$ cat src/rtl/aca_pkg.sv
package aca_pkg;

  // Number of overlapping sub-adder windows for a given width and slice size.
  function automatic int win_count(input int width, input int k);
    return width / k - 1;
  endfunction

endpackage

$ cat src/rtl/aca_window.sv
// One 2K-bit sub-adder with a zero carry-in. It also exposes the carry and
// the all-propagate term of its lower K bits for the neighbour's flag.
module aca_window #(
  parameter int K = 4
) (
  input  logic [2*K-1:0] a,
  input  logic [2*K-1:0] b,
  output logic [2*K-1:0] sum,
  output logic           cout,
  output logic           low_carry,
  output logic           low_prop
);
  localparam int W2 = 2 * K;

  logic [W2:0] full_s;
  logic [K:0]  low_s;

  always_comb begin
    full_s    = {1'b0, a} + {1'b0, b};
    low_s     = {1'b0, a[K-1:0]} + {1'b0, b[K-1:0]};
    sum       = full_s[W2-1:0];
    cout      = full_s[W2];
    low_carry = low_s[K];
    low_prop  = &(a[K-1:0] ^ b[K-1:0]);
  end
endmodule

$ cat src/rtl/aca_core.sv
// Places one window at every K-bit boundary and assembles sum, carry and flags.
module aca_core
  import aca_pkg::*;
#(
  parameter int WIDTH = 16,
  parameter int K     = 4,
  localparam int NWIN = win_count(WIDTH, K)
) (
  input  logic [WIDTH-1:0] a,
  input  logic [WIDTH-1:0] b,
  output logic [WIDTH-1:0] sum,
  output logic             carry,
  output logic [NWIN-1:0]  err
);
  localparam int W2 = 2 * K;

  logic [W2-1:0] win_sum [NWIN];
  logic [NWIN-1:0] win_cout;
  logic [NWIN-1:0] win_lc;
  logic [NWIN-1:0] win_lp;

  for (genvar i = 0; i < NWIN; i++) begin : g_win
    aca_window #(.K(K)) u_win (
      .a         (a[i*K +: W2]),
      .b         (b[i*K +: W2]),
      .sum       (win_sum[i]),
      .cout      (win_cout[i]),
      .low_carry (win_lc[i]),
      .low_prop  (win_lp[i])
    );

    if (i == 0) begin : g_base
      assign sum[W2-1:0] = win_sum[0];
      assign err[0]      = 1'b0;
    end else begin : g_upper
      assign sum[i*K+K +: K] = win_sum[i][W2-1:K];
      assign err[i]          = win_lp[i] & win_lc[i-1];
    end
  end

  assign carry = win_cout[NWIN-1];

  // Terms that exist in every window but are consumed only in some.
  logic unused_terms;
  assign unused_terms = ^{win_cout, win_lc[NWIN-1], win_lp[0]};
endmodule

$ cat src/rtl/aca_out_reg.sv
// Single result register with valid/ready on both sides.
module aca_out_reg #(
  parameter int DW = 8
) (
  input  logic          clk,
  input  logic          rst_n,
  input  logic          in_valid,
  output logic          in_ready,
  input  logic [DW-1:0] in_data,
  output logic          out_valid,
  input  logic          out_ready,
  output logic [DW-1:0] out_data
);
  logic          q_valid;
  logic [DW-1:0] q_data;

  assign in_ready  = !q_valid || out_ready;
  assign out_valid = q_valid;
  assign out_data  = q_data;

  always_ff @(posedge clk or negedge rst_n) begin
    if (!rst_n)        q_valid <= 1'b0;
    else if (in_ready) q_valid <= in_valid;
  end

  always_ff @(posedge clk) begin
    if (in_valid && in_ready) q_data <= in_data;
  end
endmodule

$ cat src/rtl/aca_adder.sv
module aca_adder
  import aca_pkg::*;
#(
  parameter int WIDTH = 16,
  parameter int K     = 4,
  localparam int NWIN = win_count(WIDTH, K)
) (
  input  logic             clk,
  input  logic             rst_n,
  input  logic             in_valid,
  output logic             in_ready,
  input  logic [WIDTH-1:0] in_a,
  input  logic [WIDTH-1:0] in_b,
  output logic             out_valid,
  input  logic             out_ready,
  output logic [WIDTH-1:0] out_sum,
  output logic             out_carry,
  output logic [NWIN-1:0]  out_err
);
  localparam int DW = NWIN + 1 + WIDTH;

  logic [WIDTH-1:0] c_sum;
  logic             c_carry;
  logic [NWIN-1:0]  c_err;
  logic [DW-1:0]    q_word;

  aca_core #(.WIDTH(WIDTH), .K(K)) u_core (
    .a     (in_a),
    .b     (in_b),
    .sum   (c_sum),
    .carry (c_carry),
    .err   (c_err)
  );

  aca_out_reg #(.DW(DW)) u_oreg (
    .clk       (clk),
    .rst_n     (rst_n),
    .in_valid  (in_valid),
    .in_ready  (in_ready),
    .in_data   ({c_err, c_carry, c_sum}),
    .out_valid (out_valid),
    .out_ready (out_ready),
    .out_data  (q_word)
  );

  assign {out_err, out_carry, out_sum} = q_word;
endmodule

$ cat config.mk
export PLATFORM = sky130hd
export DESIGN_NAME = aca_adder
export DESIGN_NICKNAME = d
export VERILOG_FILES = /design/src/rtl/aca_pkg.sv /design/src/rtl/aca_window.sv /design/src/rtl/aca_core.sv /design/src/rtl/aca_out_reg.sv /design/src/rtl/aca_adder.sv
export SDC_FILE = /design/constraint.sdc
export NUM_CORES = 1
export LEC_CHECK = 0
export ABC_AREA = 1
export BUFFER_PORTS_ARGS = -buffer_cell sky130_fd_sc_hd__buf_4
export CAP_MARGIN = 20
export CORE_ASPECT_RATIO = 1.1
export CORE_MARGIN = 10
export CORE_UTILIZATION = 40
export DETAILED_ROUTE_END_ITERATION = 6
export PLACE_DENSITY_LB_ADDON = 0.08
export SLEW_MARGIN = 20
export SYNTH_ARGS = -nofsm -noshare
export SYNTH_HDL_FRONTEND = slang
export SYNTH_SLANG_ARGS = --single-unit
$ cat constraint.sdc
create_clock -name clk -period 4.9 [get_ports clk]
set_input_delay 0.98 -clock clk [delete_from_list [all_inputs] [get_ports clk]]
set_output_delay 0.98 -clock clk [all_outputs]
set_load 0.02 [all_outputs]
# == Word-level counts from Yosys, hierarchy flattened ==
# Index checks and enable logic that the tools add are counted.
# word_totals
ff_bits,20
latchBits,0
ram_bits,0
rom_bits,0
inputBits,36
output_inout_bits,22
wordCells,16
mem_count,0
# classes
addsub,5
multipliers,0
div_mod_pow,0
n_lt_le_gt_ge,0
eq_ne,0
shift,0
muxes,0
bitwise_logic,4
reduce_logical,5
# op_table
operator,n
$add A8 B8 Y8,2
$add A4 B4 Y5,2
$add A8 B8 Y9,1
$reduce_and A4 Y1,2
$xor A4 B4 Y4,2
$and A1 B1 Y1,2
$logic_and A1 B1 Y1,1
$logic_not A1 Y1,1
$logic_or A1 B1 Y1,1

# == Depth between registers and ports, before layout ==
# logic_depth
word_depth,3
mapped_depth,8
ltp_nobuf,8

# == Cells and area by module ==
# From an unflattened synthesis, not the netlist that was laid out.
# hier_totals
cells_unflattened,242
area_unflattened_um2,1861.8
# modules_own_cells
module,instances,cells_per_inst,area_each_um2,seq_area_each_um2
aca_window,3,70,396.6,0.0
aca_out_reg,1,26,645.6,625.6
aca_core,1,6,26.3,0.0

# == Least setup slack after synthesis ==
# No wires, ideal clock.
# synth_timing
kind,input port to flip-flop
start,in in_valid
end,reg u_oreg.q_data[0] (netlist: u_oreg.out_data[0]) (enable)
setup_ps,401
arrival_ps,1980
t_required_ps,4499
slack_ps,2519
path_stages,2
path_buffers,0
path_cell_list,inv_1 > a21oi_1
# synth_between
elab_chain_cells,1
# synth_lines
element,line_no,source
from (decl),aca_adder.sv:10,"input logic in_valid,"
$logic_and A1 B1 Y1,aca_out_reg.sv:27,if (in_valid && in_ready) q_data <= in_data;
to (signal assigned),aca_out_reg.sv:27,
to (decl),aca_out_reg.sv:15,logic [DW-1:0] q_data;
# No other way between the ends.
# A chain may end at the register's enable or synchronous reset.

# == Final worst setup path ==
# layout_timing
start,in out_ready
end,out in_ready
# layout_between
elab_chain_cells,1
# layout_lines
element,line_no,source
from (decl),aca_adder.sv:15,"input logic out_ready,"
$logic_or A1 B1 Y1,aca_out_reg.sv:17,assign in_ready = !q_valid || out_ready;
to (decl),aca_adder.sv:11,"output logic in_ready,"
# No other way between the ends.

==> insert_results.sql <==
INSERT INTO impl_metrics (metric_group, metric, value, unit) VALUES
('outcome', 'outcome', 'complete, no violations', ''),
('setup_path', 'cp_max_fo', '2', ''),
('timing', 'worst_pin_slew', '0.6432', 'ns'),
('finish', 'post_route_cells_drive_above_1_share', '25.59', '%'),
('setup_path', 'worst_ep_required_time', '3.92', 'ns'),
('die', 'placement_rows', '23', ''),
('pwr', 'cellLeakagePower', '1.123', 'nW'),
('setup_path', 'critPathKind', 'in2out', ''),
('synthesis', 'syn-cell-area', '1513', 'µm²'),
('route', 'routed_via_density', '4.451', ''),
('die', 'num_io_pins', '58', ''),
('timing', 'relSlewSlack', '57.02', '%'),
('route', 'drt.antenna.violating_nets', '0', ''),
('synthesis', 'syn_area_per_cell', '7.757', 'µm²'),
('placed_design', 'dpl.cell_count', '300', ''),
('min_path', 'holdCritPathClass', 'in2async', ''),
('placed_design', 'place_worst_setup_slack', '2.522', 'ns'),
('global_route', 'number_of_global_route_vias_before_repair', '1308', ''),
('die', 'die_area', '6644', 'µm²'),
('placed_design', 'dp_hpwl', '2907', 'µm'),
('die', 'core_region_area', '3655', 'µm²'),
('timing', 'fin_crit_sh', '48.93', '%'),
('route', 'dr_total_vias', '1353', ''),
('pwr', 'irDropWorstVdd', '114.9', 'µV'),
('global_route', 'grt_pass1_wl', '5547', 'µm'),
('finish', 'n_fill_cell', '369', ''),
('job', 'max_cap_violations', '0', ''),
('pwr', 'power_density', '268.0', 'nW/µm²'),
('global_route', 'groute.usage.overall', '9.723', '%'),
('die', 'die_width', '78.64', 'µm'),
('route', 'drc', '0', ''),
('clock_network', 'clock-sinks', '20', ''),
('clock_network', 'cts_max_path_buffers', '2', ''),
('clock_network', 'cts_hold_buffers', '0', ''),
('synthesis', 'synth.top_cells.by_area', 'edfxtp_1, nand2_1, ha_1', ''),
('synthesis', 'synthesis.yosys.warnings', '0', ''),
('finish', 'area_growth', '36.89', '%'),
('clock_network', 'ctsResizeCount', '0', ''),
('finish', 'antenna_cells_inserted', '0', ''),
('timing', 'finalSetupViolations', '0', ''),
('synthesis', 'synth_sequential_area_ratio', '39.37', '%'),
('global_route', 'final_global_route_overflow_total', '0', ''),
('clock_network', 'path_clk_slew', '0.08', 'ns'),
('timing', 'timing.final.max_slew_violations', '0', ''),
('clock_network', 'h-tree-depth', '1', ''),
('route', 'wl_per_cell', '11.25', 'µm'),
('timing', 'setup_tns', '0', 'ns'),
('synthesis', 'synth.distinct_cells', '21', ''),
('setup_path', 'critical_path.endpoint_type', 'output port', ''),
('timing', 'setup_ws', '2.503', 'ns'),
('timing', 'grt_setup_unrepaired', 'false', ''),
('timing', 'final.min_clock_period', '2.397', 'ns'),
('synthesis', 'number_of_instances_in_the_synthesized_netlist', '195', ''),
('global_route', 'grt_max_degree', '20', ''),
('finish', 'fin_cells', '304', ''),
('global_route', 'antenna_violations_before_repair', '0', ''),
('die', 'initial_utilization', '41.39', '%'),
('route', 'drt_first_pass_iters', '4', ''),
('synthesis', 'syn-num-nets', '248', ''),
('finish', 'final_cell_mix', 'nand2_1, buf_4, inv_1', ''),
('setup_path', 'data_arrival_time_of_the_critical_path', '1.42', 'ns'),
('clock_network', 'cts.repair_timing.setup_buffer_count', '0', ''),
('timing', 'finClkSkew', '0.005347', 'ns'),
('synthesis', 'synthDominantAreaCellType', 'edfxtp_1', ''),
('clock_network', 'cts_root_buf', 'clkbuf_8', ''),
('placed_design', 'gpl.final_weighted_congestion', '0.7880', ''),
('route', 'route.final.wire_length', '3420', 'µm'),
('setup_path', 'startpoint_type_of_the_worst_setup_path', 'input pin', ''),
('synthesis', 'synth_largest_type_area_fraction', '37.72', '%'),
('clock_network', 'cts_buffers', '3', ''),
('placed_design', 'port_buffers', '56', ''),
('timing', 'final_hold_violation_count', '0', ''),
('die', 'floorplan.die.height', '84.50', 'µm'),
('clock_network', 'clk-insertion-delay-late', '0.26', 'ns'),
('route', 'first_iter_violations', '51', ''),
('finish', 'layout.cells.most_common', 'nand2_1', ''),
('finish', 'nNetsFinal', '308', ''),
('synthesis', 'yosys_register_bits', '20', ''),
('pwr', 'power', '555.0', 'µW'),
('timing', 'achievable-frequency', '0.4171', 'GHz'),
('clock_network', 'tritoncts_clock_tree', 'built', '');
-- final cells by class --
class,instances,area [µm²],share of cell area (%)
multi-input combinational,137,782.0,37.76
sequential,20,595.6,28.76
timing repair buffer,56,420.4,20.30
inverter,37,138.9,6.707
tap,50,62.56,3.021
clock buffer,3,41.29,1.994
clock inverter,1,30.03,1.450
-- registers in the layout, summed over array words and instances, names as in the netlist --
signal / count
u_oreg.out_data: 19
u_oreg.out_valid: 1
-- Yosys cell counts --
| library cell | n |
|---|---|
| o21a_1 | 1 |
| nor2_1 | 6 |
| conb_1 | 1 |
| nand3_2 | 1 |
| xor2_1 | 3 |
| nand3_1 | 17 |
| ha_1 | 16 |
| a21oi_1 | 6 |
| a21oi_2 | 1 |
| or2_1 | 2 |
| nand3b_1 | 2 |
| nand2_2 | 2 |
| edfxtp_1 | 19 |
| nand2_1 | 70 |
| xnor2_1 | 2 |
| inv_1 | 37 |
| fa_1 | 1 |
| nand4_1 | 5 |
| nor3_1 | 1 |
| buf_4 | 1 |
| dfrtp_1 | 1 |
-- per-stage QoR --
step                      utilization (%)  hold slack [ns]  cell area (µm²)
after global routing                56.66           0.4629             2071
after global placement              54.50           0.5362             1992
after detailed placement            54.50           0.5425             1992
final                               56.66           0.4767             2071
after floorplan                         -           0.6844             1513
after CTS                           56.45           0.4718             2063
-- worst paths after layout --
kind,start,end,slack (ns),depth (start not counted)
setup / recovery,out_ready,in_ready,2.50,4
hold / removal,rst_n,u_oreg.out_valid,0.48,1
setup reg to reg,u_oreg.out_valid,u_oreg.out_data[7],3.54,1
hold reg to reg,u_oreg.out_valid,u_oreg.out_valid,0.60,2
max in group asynchronous,rst_n,u_oreg.out_valid,4.34,1
min in group clk,u_oreg.out_valid,u_oreg.out_valid,0.60,2
-- layer usage --
layer  wire, µm  track usage, %  share of wire [%]  up-vias
met1       1589           11.92                 46      568
met4         21           2.773               0.61        0
met2       1547           15.94                 45       38
li1           -               -                  -      743
met5          0               0                  0        -
met3        262           2.985                7.7        4
-- cell families (layout without fill, tap and decap cells) --
| kind of cell | after synthesis | in the layout | share of synthesized area (%) |
|---|---|---|---|
| other cells | 1 | 1 | 0.2479 |
| compound gates | 8 | 8 | 3.061 |
| simple gates | 106 | 106 | 30.19 |
| buf+inv | 38 | 97 | 9.677 |
| flops | 20 | 20 | 39.37 |
| xor+xnor | 5 | 5 | 2.895 |
| fa+ha+maj | 17 | 17 | 14.56 |
-- critical path, stage by stage --
cell and delay [ns]:
buf_4 0.11, inv_1 0.09, nand2_1 0.08, buf_4 0.16
-- power by group --
group | total (mW) | switching (mW) | internal, mW
combinational | 0.176 | 0.0987 | 0.0770
sequential | 0.214 | 0.00442 | 0.210
clock | 0.165 | 0.0560 | 0.109
No activity file was read; power rests on OpenSTA's default activity.
